`config.mk`:
```
export PLATFORM = sky130hd
export DESIGN_NAME = seg_base_unit
export DESIGN_NICKNAME = d
export VERILOG_FILES = /design/src/rtl/seg_base_pkg.sv /design/src/rtl/seg_desc_base.sv /design/src/rtl/seg_msr_decode.sv /design/src/rtl/seg_swap_ctl.sv /design/src/rtl/seg_base_bank.sv /design/src/rtl/seg_eff_select.sv /design/src/rtl/seg_base_unit.sv
export SDC_FILE = /design/constraint.sdc
export NUM_CORES = 1
export LEC_CHECK = 0
export ABC_AREA = 1
export ABC_CLOCK_PERIOD_IN_PS = 4500
export BUFFER_PORTS_ARGS = -buffer_cell sky130_fd_sc_hd__buf_2
export CAP_MARGIN = 20
export CELL_PAD_IN_SITES_DETAIL_PLACEMENT = 1
export CELL_PAD_IN_SITES_GLOBAL_PLACEMENT = 2
export CORE_UTILIZATION = 30
export DETAILED_ROUTE_END_ITERATION = 6
export GPL_TIMING_DRIVEN = 0
export HOLD_SLACK_MARGIN = 0.1
export PLACE_DENSITY = 0.91
export SYNTH_ARGS = -nofsm -noshare
export SYNTH_HDL_FRONTEND = slang
export SYNTH_SLANG_ARGS = --single-unit
```
`constraint.sdc`:
```
create_clock -name clk -period 4.5 [get_ports clk]
set_input_delay 0.9 -clock clk [delete_from_list [all_inputs] [get_ports clk]]
set_output_delay 0.9 -clock clk [all_outputs]
set_load 0.05 [all_outputs]
```
`src/rtl/seg_base_pkg.sv`:
```
package seg_base_pkg;
   localparam int SLOT_N = 3;
   localparam int LO_W   = 32;
   localparam int DESC_W = 64;

   typedef enum logic [1:0] {
      SLOT_F = 2'd0,
      SLOT_G = 2'd1,
      SLOT_K = 2'd2
   } slot_e;
endpackage

```
`src/rtl/seg_desc_base.sv`:
```
module seg_desc_base
   import seg_base_pkg::*;
(
   input  logic [DESC_W-1:0] desc,
   output logic [LO_W-1:0]   base
);
   // positions of the split base fields inside the descriptor
   localparam int B0_LSB = 16;
   localparam int B0_W   = 16;
   localparam int B1_LSB = 32;
   localparam int B1_W   = 8;
   localparam int B2_LSB = 56;
   localparam int B2_W   = 8;

   if (B0_W + B1_W + B2_W != LO_W) begin : g_bad_split
      $error("descriptor base fields must total LO_W bits");
   end

   always_comb begin
      base = '0;
      base[B0_W-1:0]                  = desc[B0_LSB +: B0_W];
      base[B0_W +: B1_W]              = desc[B1_LSB +: B1_W];
      base[B0_W + B1_W +: B2_W]       = desc[B2_LSB +: B2_W];
   end
endmodule

```
`src/rtl/seg_msr_decode.sv`:
```
module seg_msr_decode
   import seg_base_pkg::*;
#(
   parameter int               IDX_W = 32,
   parameter logic [IDX_W-1:0] IDX_F = 32'hC000_0100,
   parameter logic [IDX_W-1:0] IDX_G = 32'hC000_0101,
   parameter logic [IDX_W-1:0] IDX_K = 32'hC000_0102
)(
   input  logic [IDX_W-1:0]  idx,
   output logic [SLOT_N-1:0] hit_vec,
   output logic              hit
);
   localparam logic [IDX_W-1:0] IDX_TAB [SLOT_N] = '{IDX_F, IDX_G, IDX_K};

   if (IDX_F == IDX_G || IDX_F == IDX_K || IDX_G == IDX_K) begin : g_bad_idx
      $error("register indices must be distinct");
   end

   for (genvar s = 0; s < SLOT_N; s++) begin : g_cmp
      assign hit_vec[s] = (idx == IDX_TAB[s]);
   end

   assign hit = |hit_vec;
endmodule

```
`src/rtl/seg_swap_ctl.sv`:
```
module seg_swap_ctl #(
   parameter int CPL_W = 2
)(
   input  logic             clk,
   input  logic             rst_n,
   input  logic             swap_req,
   input  logic [CPL_W-1:0] cpl,
   input  logic             mode64,
   input  logic             hold,
   output logic             swap_do,
   output logic             swap_fault
);
   if (CPL_W < 1) begin : g_bad_cpl
      $error("CPL_W must be at least 1");
   end

   logic legal;
   logic pend_q;
   logic want;

   assign legal   = swap_req && (cpl == '0) && mode64;
   assign want    = legal || pend_q;
   assign swap_do = want && !hold;

   always_ff @(posedge clk or negedge rst_n) begin
      if (!rst_n) begin
         pend_q     <= 1'b0;
         swap_fault <= 1'b0;
      end else begin
         pend_q     <= want && hold;
         swap_fault <= swap_req && !legal;
      end
   end

   a_r9_fault_follows_req: assert property (@(posedge clk) disable iff (!rst_n)
      swap_fault |-> $past(swap_req));
   a_r9_illegal_no_swap: assert property (@(posedge clk) disable iff (!rst_n)
      (swap_req && ((cpl != '0) || !mode64) && !pend_q) |-> !swap_do);
   a_r10_held_not_lost: assert property (@(posedge clk) disable iff (!rst_n)
      (legal && hold) |=> (swap_do || hold));
endmodule

```
`src/rtl/seg_base_bank.sv`:
```
module seg_base_bank
   import seg_base_pkg::*;
#(
   parameter int BASE_W = 64
)(
   input  logic                          clk,
   input  logic                          rst_n,
   input  logic [SLOT_N-1:0]             wr_vec,
   input  logic [BASE_W-1:0]             wdata,
   input  logic [SLOT_N-1:0]             ld_vec,
   input  logic [LO_W-1:0]               ld_lo,
   input  logic                          swap_do,
   output logic [SLOT_N-1:0][BASE_W-1:0] q
);
   localparam int HI_W = BASE_W - LO_W;

   if (BASE_W <= LO_W) begin : g_bad_w
      $error("BASE_W must exceed LO_W");
   end

   for (genvar s = 0; s < SLOT_N; s++) begin : g_slot
      if (s == int'(SLOT_F)) begin : g_plain
         always_ff @(posedge clk or negedge rst_n) begin
            if (!rst_n)         q[s] <= '0;
            else if (wr_vec[s]) q[s] <= wdata;
            else if (ld_vec[s]) q[s][LO_W-1:0] <= ld_lo;
         end
      end else begin : g_swappable
         localparam int PEER = (s == int'(SLOT_G)) ? int'(SLOT_K) : int'(SLOT_G);
         always_ff @(posedge clk or negedge rst_n) begin
            if (!rst_n)         q[s] <= '0;
            else if (wr_vec[s]) q[s] <= wdata;
            else if (ld_vec[s]) q[s][LO_W-1:0] <= ld_lo;
            else if (swap_do)   q[s] <= q[PEER];
         end
      end

      a_r6_hi_kept: assert property (@(posedge clk) disable iff (!rst_n)
         (ld_vec[s] && !wr_vec[s]) |=> (q[s][BASE_W-1 -: HI_W] == $past(q[s][BASE_W-1 -: HI_W])));
   end

   a_r8_swap_trades: assert property (@(posedge clk) disable iff (!rst_n)
      (swap_do && (wr_vec == '0) && (ld_vec == '0)) |=>
         (q[SLOT_G] == $past(q[SLOT_K]) && q[SLOT_K] == $past(q[SLOT_G])));
endmodule

```
`src/rtl/seg_eff_select.sv`:
```
module seg_eff_select
   import seg_base_pkg::*;
#(
   parameter int BASE_W = 64
)(
   input  logic              mode64,
   input  logic [BASE_W-1:0] base,
   output logic [BASE_W-1:0] eff
);
   always_comb begin
      eff = base;
      if (!mode64) eff[BASE_W-1:LO_W] = '0;
   end

   a_r7_compat_hi_zero: assert final (mode64 || eff[BASE_W-1:LO_W] == '0);
endmodule

```
`src/rtl/seg_base_unit.sv`:
```
module seg_base_unit
   import seg_base_pkg::*;
#(
   parameter int               BASE_W = 64,
   parameter int               IDX_W  = 32,
   parameter int               CPL_W  = 2,
   parameter logic [IDX_W-1:0] IDX_F  = 32'hC000_0100,
   parameter logic [IDX_W-1:0] IDX_G  = 32'hC000_0101,
   parameter logic [IDX_W-1:0] IDX_K  = 32'hC000_0102
)(
   input  logic                   clk,
   input  logic                   rst_n,
   input  logic                   mode64,
   input  logic [CPL_W-1:0]       cpl,
   input  logic                   msr_wr,
   input  logic                   msr_rd,
   input  logic [IDX_W-1:0]       msr_idx,
   input  logic [LO_W-1:0]        msr_wlo,
   input  logic [BASE_W-LO_W-1:0] msr_whi,
   output logic [BASE_W-1:0]      msr_rdata,
   output logic                   msr_fault,
   input  logic                   ld_en,
   input  logic                   ld_sel,
   input  logic [DESC_W-1:0]      ld_desc,
   input  logic                   swap_req,
   output logic                   swap_fault,
   output logic [BASE_W-1:0]      eff_f,
   output logic [BASE_W-1:0]      eff_g
);
   logic [SLOT_N-1:0]             hit_vec;
   logic                          hit;
   logic [SLOT_N-1:0]             wr_vec;
   logic [SLOT_N-1:0]             ld_vec;
   logic [LO_W-1:0]               ld_lo;
   logic                          swap_do;
   logic [SLOT_N-1:0][BASE_W-1:0] q;
   logic [1:0][BASE_W-1:0]        eff_vec;

   seg_msr_decode #(.IDX_W(IDX_W), .IDX_F(IDX_F), .IDX_G(IDX_G), .IDX_K(IDX_K)) i_dec (
      .idx(msr_idx), .hit_vec(hit_vec), .hit(hit));

   seg_desc_base i_desc (.desc(ld_desc), .base(ld_lo));

   assign wr_vec    = msr_wr ? hit_vec : '0;
   assign msr_fault = (msr_wr || msr_rd) && !hit;

   always_comb begin
      ld_vec = '0;
      if (ld_en) ld_vec[ld_sel ? int'(SLOT_G) : int'(SLOT_F)] = 1'b1;
   end

   seg_swap_ctl #(.CPL_W(CPL_W)) i_swap (
      .clk(clk), .rst_n(rst_n), .swap_req(swap_req), .cpl(cpl), .mode64(mode64),
      .hold(msr_wr || ld_en), .swap_do(swap_do), .swap_fault(swap_fault));

   seg_base_bank #(.BASE_W(BASE_W)) i_bank (
      .clk(clk), .rst_n(rst_n), .wr_vec(wr_vec), .wdata({msr_whi, msr_wlo}),
      .ld_vec(ld_vec), .ld_lo(ld_lo), .swap_do(swap_do), .q(q));

   always_comb begin
      msr_rdata = '0;
      for (int s = 0; s < SLOT_N; s++)
         if (hit_vec[s]) msr_rdata = msr_rdata | q[s];
   end

   for (genvar e = 0; e < 2; e++) begin : g_eff
      seg_eff_select #(.BASE_W(BASE_W)) i_eff (
         .mode64(mode64), .base(q[e]), .eff(eff_vec[e]));
   end

   assign eff_f = eff_vec[0];
   assign eff_g = eff_vec[1];

   a_r4_bad_read_zero: assert property (@(posedge clk) disable iff (!rst_n)
      msr_fault |-> (msr_rdata == '0));
   a_r9_fault_one_cycle: assert property (@(posedge clk) disable iff (!rst_n)
      (swap_fault && !$past(swap_req, 2)) |=> !swap_fault || $past(swap_req));
endmodule

```
==> results.yml, run 1 <==
floorplan:
  initial_core_util_pct: 30.7
  core-area_um2: 40100
  die_area_um2: 41900
  die_w_um: 205
  num_rows: 73
  fp.dieH_um: 205
  ios: 364
clock_network:
  tritoncts: "yes"
  post-cts-setup-buffers: 0
  hold_buffers: 0
  cts_resized: 0
  cts_sinks: 194
  clk_latency_ns: 0.47
  numCtsBuffers: 17
  clk_pin_slew_ns: 0.07
  h-tree-depth: 4
  cts_root_buf: "clkbuf_16"
  ctsLongestPathBuffers: 2
timing:
  finalCritPeriodShare_pct: 93.3
  layout_setup_ws_ns: 0.300
  maxSlewViolCount: 0
  min_period_ns: 4.20
  finalSetupViolCount: 0
  finClkSkew_ns: 0.0126
  grt_setup_unrepaired: "no"
  tightest_slew_ns: 1.15
  hold_viol_final: 0
  relSlewSlack_pct: 23.3
  fmax_mhz: 238
routing:
  via_count: 14500
  wire_per_inst_um: 22.1
  ant_nets: 0
  detail_route.first_pass.iterations: 5
  drc: 0
  routed_wl_mm: 59.7
  viasPerCell: 5.36
  drt_iter0_drc: 1109
setup_path:
  required_ns: 3.60
  cp-start-kind: "primary input"
  crit_arrival_ns: 3.30
  crit_fanout: 10
  worst_r2r_path_depth: 9
  cp-end-kind: "primary output"
  worstSetupPathType: "primary input to primary output"
global_route:
  use_met1_pct: 38.6
  grt_max_degree: 85
  grt_util_met3_pct: 4.07
  grt_pass1_vias: 14800
  grt.overflow.total: 0
  grt_pass1_wl_mm: 90.4
  gr-usage-met2_pct: 47.1
  grtUsageTotal_pct: 28.7
  antenna_found_initial: 4
  globalRoute.busiestLayer: "met2"
final_layout:
  postLayoutCellArea_um2: 15300
  seq_area_um2: 4850
  final_nets: 2336
  multiInputGateArea_um2: 5730
  drive_gt1_share_pct: 23.8
  layout_commonest_cell: "nand3_1"
  fill_cells: 5203
  area_delta_synth_final_pct: 24.4
  final_cell_mix: "652 x nand3_1, 480 x nand2_1, 384 x buf_2"
placed_design:
  place.detailed.hpwl_mm: 43.6
  gp_congestion: 0.843
  placed_area_um2: 14700
  io_buffers: 331
  dp_worst_setup_slack_ns: 0.269
min_path:
  hold_path.class: "primary input to async pin"
flow_run:
  maxCapViolCount: 0
logic_synthesis:
  synthDistinctLibCells: 26
  async_reset_ff_share_pct: 100
  syn_nets: 1984
  syn-instance-count: 1814
  synth_area_leaders: "dfrtp_1 39%, nand3_1 26%, nand2_1 15%"
  synth_edf_count: 0
  ys_ff_latch: 194
  syn_area_um2: 12300
  yosys_warnings: 0
  ys.flop_type: "dfrtp_1"
  synth_area_leader_cell: "dfrtp_1"
  yosysSeqAreaShare_pct: 39.4
  synth_top_area_share_pct: 39.4
  syn_avg_cell_area_um2: 6.80
status:
  outcome: "completed"
power:
  peakVddDrop_mv: 0.263
  power.leakage_nw: 8.84
  pwr_density_cell_nw_per_um2: 347
  total_power_w: 0.00532
==> synthesized netlist by cell type (7+ instances only) <==
library cell / instances
nand3_1: 652
nand2_1: 480
dfrtp_1: 194
inv_1: 153
buf_4: 75
nor2_1: 66
buf_2: 54
clkbuf_1: 51
o21ai_0: 32
buf_1: 15
buf_6: 7
o211ai_1: 7
==> path summary, 6_finish.rpt <==
kind,startpoint,to,slack (ns)
setup / recovery,msr_idx[5],msr_rdata[1],0.30
max in group asynchronous,rst_n,i_bank.q[84],3.03
min in group clk,i_bank.q[59],i_bank.q[59],0.50
setup reg to reg,i_swap.pend_q,i_bank.q[93],2.53
hold reg to reg,i_bank.q[59],i_bank.q[59],0.50
hold / removal,rst_n,i_bank.q[56],0.30
==> sequential cells by signal, summed over array words and instances (netlist names) <==
| register | flops |
|---|---|
| i_bank.q | 192 |
| i_swap.pend_q | 1 |
| i_swap.swap_fault | 1 |
==> report_power, final <==
group	total, W	switching [W]	internal [W]	leakage (nW)
Clock	0.00172	0.000776	0.000949	0.297
Sequential	0.00220	0.000240	0.00196	2.59
Combinational	0.00140	0.000935	0.000463	5.95
==> worst max-delay path, cell delays in order <==
cell     delay (ns)
buf_2          0.09
nor2_1         0.11
nand2_2        0.14
nor2_2         0.28
buf_2          0.43
buf_1          0.72
nand3_1        0.20
nand3_1        0.13
buf_2          0.28
==> per-stage QoR <==
step	cells	hold slack [ns]	TNS (ns)	util, %
after detailed placement	2672	0.492	0	36.7
after global placement	2670	0.482	-222.54	36.5
after CTS	2704	0.296	0	38.2
after global routing	2707	0.305	0	38.3
after floorplan	1814	0.464	0	-
final	2708	0.295	0	38.3
==> metal layers <==
metal	wire length [um]	share of wire [%]	vias to the layer above
li1	-	-	6560
met2	28500	48	600
met3	3830	6.4	93
met4	1540	2.6	2
met1	25800	43	7261
met5	14	0.023	-
==> cell families (layout without fill, tap and decap cells) <==
group                  after synthesis  count (layout)  share of synthesized area, %
other                                0               4                             0
and+or+nand+nor                   1220            1220                          44.6
buffers and inverters              358             723                          14.2
AOI/OAI and AO/OA                   42              42                          1.87
DFF                                194             194                          39.4
==> final cells by class <==
| cell class | count | share of cell area, % |
|---|---|---|
| antenna | 4 | 0.0652 |
| buffer | 202 | 7.56 |
| clock inverter | 12 | 1.17 |
| timing repair buffer | 333 | 11.2 |
| sequential | 194 | 31.6 |
| clock buffer | 20 | 2.91 |
| tap | 525 | 4.28 |
| multi-input combinational | 1262 | 37.3 |
| inverter | 156 | 3.82 |
No activity file was read; power rests on OpenSTA's default activity.
==> run 2, diff against run 1 <==
--- a/config.mk
+++ b/config.mk
@@ -15,7 +15,8 @@
 export DETAILED_ROUTE_END_ITERATION = 6
 export GPL_TIMING_DRIVEN = 0
 export HOLD_SLACK_MARGIN = 0.1
-export PLACE_DENSITY = 0.91
+export PLACE_DENSITY = 0.92
 export SYNTH_ARGS = -nofsm -noshare
 export SYNTH_HDL_FRONTEND = slang
+export SYNTH_HIERARCHICAL = 1
 export SYNTH_SLANG_ARGS = --single-unit
==> results.yml, run 2 <==
floorplan:
  fp.dieH_um: 209
  die_w_um: 209
  initial_core_util_pct: 30.4
  ios: 364
  num_rows: 75
  die_area_um2: 43500
  core-area_um2: 42000
final_layout:
  regMostFlops: "i_bank/q"
  postLayoutCellArea_um2: 15600
  final_cell_mix: "899 x nand2_1, 349 x buf_2, 228 x inv_1"
  largestRegisters: "i_bank/q (192), i_swap/pend_q (1), i_swap/swap_fault (1)"
  layout_commonest_cell: "nand2_1"
  largest_reg_flops: 192
  drive_gt1_share_pct: 24.8
  final_nets: 2442
  fill_cells: 5577
  instances_no_fill: 2824
  area_delta_synth_final_pct: 21.9
setup_path:
  reg2reg_to: "i_bank/q[123]"
  cp-start-kind: "primary input"
  worst_r2r_path_depth: 7
  crit_arrival_ns: 2.61
  required_ns: 3.60
  regToRegSetupSlack_ns: 2.86
  crit_fanout: 10
  r2r-start: "i_swap/pend_q"
  cp-end-kind: "primary output"
  worstSetupPathType: "primary input to primary output"
placed_design:
  gp_congestion: 0.844
  dp_worst_setup_slack_ns: 0.946
  io_buffers: 299
  placed_area_um2: 15000
  dp.cells: 2792
  place.detailed.hpwl_mm: 38.0
logic_synthesis:
  synth_area_leader_cell: "dfrtp_1"
  synth_fa_ha_area_share_pct: 0
  synthDistinctLibCells: 23
  ys_top_cells_by_count: "899 x nand2_1, 228 x inv_1, 194 x dfrtp_1, 192 x nand3_1, 151 x o21ai_0"
  synth_top_family_by_area: "simple AND/OR/NAND/NOR gates"
  syn_nets: 2123
  synth_area_leaders: "dfrtp_1 38%, nand2_1 26%, nand3_1 7.5%"
  syn_avg_cell_area_um2: 6.55
  ys.flop_type: "dfrtp_1"
  syn-instance-count: 1953
  synthXorXnorAreaFrac_pct: 0
  synth_top_area_share_pct: 37.9
  syn_area_um2: 12800
  synth_edf_count: 0
  async_reset_ff_share_pct: 100
  synth_compound_area_share_pct: 8.59
  yosys.area_share.simple_pct: 34.9
  yosysSeqAreaShare_pct: 37.9
  yosys.cell_count.top_type: "nand2_1"
  muxShareOfSynthArea_pct: 0
  ys_ff_latch: 194
  yosys_warnings: 6
global_route:
  grt.overflow.total: 0
  grt_max_degree: 107
  grt_pass1_wl_mm: 82.4
  antenna_found_initial: 5
  grt_pass1_vias: 14800
  grtUsageTotal_pct: 24.4
clock_network:
  clk_pin_slew_ns: 0.07
  post-cts-setup-buffers: 0
  cts_root_buf: "clkbuf_16"
  tritoncts: "yes"
  h-tree-depth: 4
  ctsLongestPathBuffers: 2
  cts_sinks: 194
  clk_latency_ns: 0.46
  numCtsBuffers: 17
  cts_resized: 0
  hold_buffers: 0
routing:
  ant_nets: 0
  drc: 0
  viasPerCell: 4.90
  routed_wl_mm: 52.4
  via_count: 13900
  drt_iter0_drc: 675
  wire_per_inst_um: 18.6
  detail_route.first_pass.iterations: 5
timing:
  grt_setup_unrepaired: "no"
  relSlewSlack_pct: 47.0
  tightest_slew_ns: 0.796
  fmax_mhz: 285
  finalSetupViolCount: 0
  hold_viol_final: 0
  min_period_ns: 3.51
  maxSlewViolCount: 0
  finClkSkew_ns: 0.0122
  finalCritPeriodShare_pct: 78.0
  layout_setup_ws_ns: 0.991
flow_run:
  maxCapViolCount: 0
power:
  pwr_density_cell_nw_per_um2: 382
  power.leakage_nw: 9.10
  peakVddDrop_mv: 0.233
status:
  outcome: "completed"
min_path:
  hold_path.class: "primary input to async pin"
## run 2: changes by cell type in the layout (fill, tap and decap cells not counted), moves of 7 or more
cell | before | now
buf_6 | 7 | 31
buf_2 | 384 | 349
buf_4 | 75 | 108
o21ai_0 | 32 | 151
inv_1 | 153 | 228
nand3_1 | 652 | 192
o211ai_1 | 7 | 0
o21ai_1 | 0 | 9
buf_1 | 15 | 0
nand2_1 | 480 | 899
clkbuf_1 | 53 | 19
nor2_1 | 66 | 18
o21ai_2 | 0 | 32
## run 2: where the power goes
| group | switching, W | leakage, nW | internal [W] |
|---|---|---|---|
| Clock | 0.000748 | 0.272 | 0.000873 |
| Combinational | 0.00129 | 6.38 | 0.000591 |
| Sequential | 0.000339 | 2.45 | 0.00212 |
| Total | 0.00237 | 9.10 | 0.00358 |
## run 2: metal layers
layer,GRT usage [%],wire (um),share of wire [%],vias to the layer above
met5,0,52,0.099,-
met4,9.32,1400,2.7,8
met3,3.49,2420,4.6,82
met2,42.4,25600,49,398
met1,30.5,23000,44,6874
li1,-,-,-,6489
## run 2: critical path, cell delays in order
cell,delay (ns)
buf_2,0.09
inv_1,0.04
nand2_1,0.05
nor2_1,0.13
nand2_1,0.11
nor2_1,0.12
nand2_1,0.09
inv_1,0.08
buf_4,0.27
buf_6,0.21
nand2_1,0.06
nand3_1,0.15
buf_2,0.29
## run 2: kinds of logic after synthesis
kind of cell | Yosys count
DFF | 194
buffers and inverters | 445
other | 1
AOI/OAI and AO/OA | 195
and+or+nand+nor | 1118
## run 2: final cells by class
| class | instances | area, um^2 | share of cell area [%] |
|---|---|---|---|
| Buffer | 210 | 1490 | 9.57 |
| Tap cell | 539 | 674 | 4.32 |
| Inverter | 235 | 882 | 5.65 |
| Clock inverter | 12 | 161 | 1.03 |
| Timing Repair Buffer | 300 | 1530 | 9.83 |
| Multi-Input combinational cell | 1314 | 5570 | 35.7 |
| Sequential cell | 194 | 4850 | 31.1 |
| Clock buffer | 18 | 429 | 2.75 |
| Antenna cell | 2 | 5.00 | 0.0321 |
## run 2: stage by stage
step	hold slack [ns]	total power, W	setup TNS [ns]	utilization [%]
2_1_floorplan	0.464	0.00377	0	-
3_3_place_gp	0.482	0.00426	-225.89	35.6
6_report	0.442	0.00595	0	37.1
5_1_grt	0.491	0.00627	0	37.1
3_5_place_dp	0.491	0.00434	0	35.7
4_1_cts	0.483	0.00598	0	37.1
## run 2: how the worst max path moves through the flow
stage	from	to	slack, ns
after floorplan	msr_idx[24]	msr_rdata[10]	1.47
after global placement	rst_n	i_bank/q[41]	-1.19
after detailed placement	msr_idx[12]	msr_rdata[31]	0.95
after CTS	msr_idx[12]	msr_rdata[31]	0.94
after global routing	msr_idx[13]	msr_rdata[31]	0.85
final	msr_idx[12]	msr_rdata[31]	0.99
==> run 3, diff against run 2 <==
--- a/config.mk
+++ b/config.mk
@@ -5,17 +5,17 @@
 export SDC_FILE = /design/constraint.sdc
 export NUM_CORES = 1
 export LEC_CHECK = 0
-export ABC_AREA = 1
-export ABC_CLOCK_PERIOD_IN_PS = 4500
+export ABC_AREA = 0
+export ABC_CLOCK_PERIOD_IN_PS = 3100
 export BUFFER_PORTS_ARGS = -buffer_cell sky130_fd_sc_hd__buf_2
 export CAP_MARGIN = 20
 export CELL_PAD_IN_SITES_DETAIL_PLACEMENT = 1
 export CELL_PAD_IN_SITES_GLOBAL_PLACEMENT = 2
-export CORE_UTILIZATION = 30
+export CORE_UTILIZATION = 28
 export DETAILED_ROUTE_END_ITERATION = 6
 export GPL_TIMING_DRIVEN = 0
 export HOLD_SLACK_MARGIN = 0.1
-export PLACE_DENSITY = 0.92
+export PLACE_DENSITY = 0.82
 export SYNTH_ARGS = -nofsm -noshare
 export SYNTH_HDL_FRONTEND = slang
 export SYNTH_HIERARCHICAL = 1
==> constraint.sdc (replaced) <==
create_clock -name clk -period 3.1 [get_ports clk]
set_input_delay 0.62 -clock clk [delete_from_list [all_inputs] [get_ports clk]]
set_output_delay 0.62 -clock clk [all_outputs]
set_load 0.05 [all_outputs]
==> results.yml, run 3 <==
status:
  outcome: "finished, violations left"
  violations: "design-rule violations"
timing:
  finalSetupViolCount: 0
  finalCritPeriodShare_pct: 99.0
  finClkSkew_ns: 0.0125
  relSlewSlack_pct: 42.2
  grt_setup_unrepaired: "yes"
  fmax_mhz: 326
  hold_ws_ns: 0.140
  tns_ns: 0
  tightest_slew_ns: 0.868
  min_period_ns: 3.07
  maxSlewViolCount: 0
  hold_viol_final: 0
floorplan:
  num_rows: 74
  fp.dieH_um: 206
  die_area_um2: 42500
  initial_core_util_pct: 28.5
  ios: 364
  core-area_um2: 41000
  die_w_um: 206
clock_network:
  cts_root_buf: "clkbuf_16"
  hold_buffers: 0
  cts_sinks: 194
  tritoncts: "yes"
  numCtsBuffers: 17
  clk_latency_ns: 0.46
  clk_pin_slew_ns: 0.07
  ctsLongestPathBuffers: 2
  h-tree-depth: 4
global_route:
  grt_pass1_vias: 11800
  grt_max_degree: 100
  grtUsageTotal_pct: 22.2
  grt.overflow.total: 0
  grt_pass1_wl_mm: 70.9
  antenna_found_initial: 3
setup_path:
  worstSetupPathType: "primary input to primary output"
  cp-start-kind: "primary input"
  cp-end-kind: "primary output"
  required_ns: 2.48
  regToRegSetupSlack_ns: 1.31
  crit_arrival_ns: 2.45
  crit_fanout: 10
final_layout:
  final_cell_mix: "279 x buf_2, 194 x dfrtp_1, 140 x buf_4"
  largestRegisters: "i_bank/q (192), i_swap/pend_q (1), i_swap/swap_fault (1)"
  area_delta_synth_final_pct: 27.4
  final_nets: 1697
  largest_reg_flops: 192
  drive_gt1_share_pct: 40.6
  layout_commonest_cell: "buf_2"
  postLayoutCellArea_um2: 14900
  regMostFlops: "i_bank/q"
logic_synthesis:
  ys.flop_type: "dfrtp_1"
  ys_top_cells_by_count: "194 x dfrtp_1, 102 x buf_4, 101 x nand2_1, 96 x mux2i_1, 94 x o21ai_1"
  yosys_warnings: 6
  syn_avg_cell_area_um2: 9.73
  synth_edf_count: 0
  synthDistinctLibCells: 35
  yosys.cell_count.top_type: "dfrtp_1"
  synth_top_area_share_pct: 41.6
  syn-instance-count: 1201
  yosysSeqAreaShare_pct: 41.6
  synth_area_leader_cell: "dfrtp_1"
  async_reset_ff_share_pct: 100
  ys_ff_latch: 194
  syn_area_um2: 11700
  synth_area_leaders: "dfrtp_1 42%, mux2i_1 8.2%, buf_4 6.6%"
power:
  pwr_density_cell_nw_per_um2: 434
  power.leakage_nw: 7.87
  peakVddDrop_mv: 0.368
min_path:
  hold_path.class: "primary input to async pin"
routing:
  ant_nets: 0
  drc: 78
  detail_route.first_pass.iterations: 7
  via_count: 10800
  routed_wl_mm: 46.7
  viasPerCell: 5.22
  drt_iter0_drc: 819
  wire_per_inst_um: 22.5
placed_design:
  gp_congestion: 0.802
  io_buffers: 299
  place.detailed.hpwl_mm: 33.5
  placed_area_um2: 13900
flow_run:
  maxCapViolCount: 0
[run 3: cell types whose count changed after synthesis, moves of 85 or more]
cell     previous run  this run
nand2_1           899       101
nand3_1           192         0
inv_1             228        65
mux2i_1             0        96
o21ai_0           151        65
o21ai_1             9        94
[run 3: worst max-delay path, cell delays in order]
cell	delay (ns)
buf_2	0.09
or4_4	0.59
nor4_4	0.29
buf_6	0.25
buf_6	0.19
a222oi_1	0.10
inv_1	0.13
buf_6	0.17
[run 3: power breakdown]
group | internal, W | leakage [nW] | total (W) | switching (W)
Clock | 0.00106 | 0.259 | 0.00217 | 0.00111
Combinational | 0.000491 | 5.08 | 0.00141 | 0.000918
Sequential | 0.00270 | 2.53 | 0.00288 | 0.000178
Total | 0.00425 | 7.87 | 0.00646 | 0.00220
[run 3: final timing paths]
check | endpoint | depth (start not counted) | startpoint
setup / recovery | msr_rdata[22] | 8 | msr_idx[4]
hold / removal | i_bank/q[6] | 1 | rst_n
setup reg to reg | i_bank/q[64] | 7 | i_swap/pend_q
hold reg to reg | i_swap/pend_q | 2 | i_swap/pend_q
max in group asynchronous | i_bank/q[167] | 2 | rst_n
min in group clk | i_bank/q[104] | 3 | msr_whi[8]
[run 3: logic make-up after synthesis]
logic type             share of synthesized area [%]
other                                         0.0321
multiplexers                                    11.3
AO/OA/AOI/OAI                                   19.4
flip-flops                                      41.6
AND/OR/NAND/NOR                                 13.9
buffers and inverters                           13.8
[run 3: what timing repair did]
action	4_1_cts	5_1_grt
resized for setup	83	46
endpoints found under the setup margin	205	239
pin swaps	3	3
gates cloned	1	0
setup buffers	5	1
[run 3: stage by stage]
| stage | setup WS [ns] | cells | total power, W | util, % |
|---|---|---|---|---|
| 2_1_floorplan | 0.205 | 1202 | 0.00386 | - |
| 3_3_place_gp | -2.24 | 2033 | 0.00429 | 33.8 |
| 3_5_place_dp | -0.874 | 2034 | 0.00433 | 33.9 |
| 4_1_cts | -0.0277 | 2071 | 0.00652 | 35.9 |
| 5_1_grt | -0.0563 | 2072 | 0.00674 | 36.3 |
| 6_report | 0.0295 | 2073 | 0.00646 | 36.3 |
[run 3: per-layer routing]
layer  vias to the layer above  GRT usage (%)  wire length (um)
met5                         -              0                22
met4                         4           7.09              1090
met3                        69           4.38              2730
met2                       381           37.5             22900
met1                      5495           28.1             20000
li1                       4879              -                 -
[run 3: cell type report]
cell class              count  area, um^2
diodes                      2        5.00
plain buffers             200        1440
clock buffers              18         439
clock inverters            13         103
fillers                  4809       26100
inverters                  65         244
multi-input cells         742        5310
flip-flops and latches    194        4850
well taps                 532         666
repair buffers            307        1820
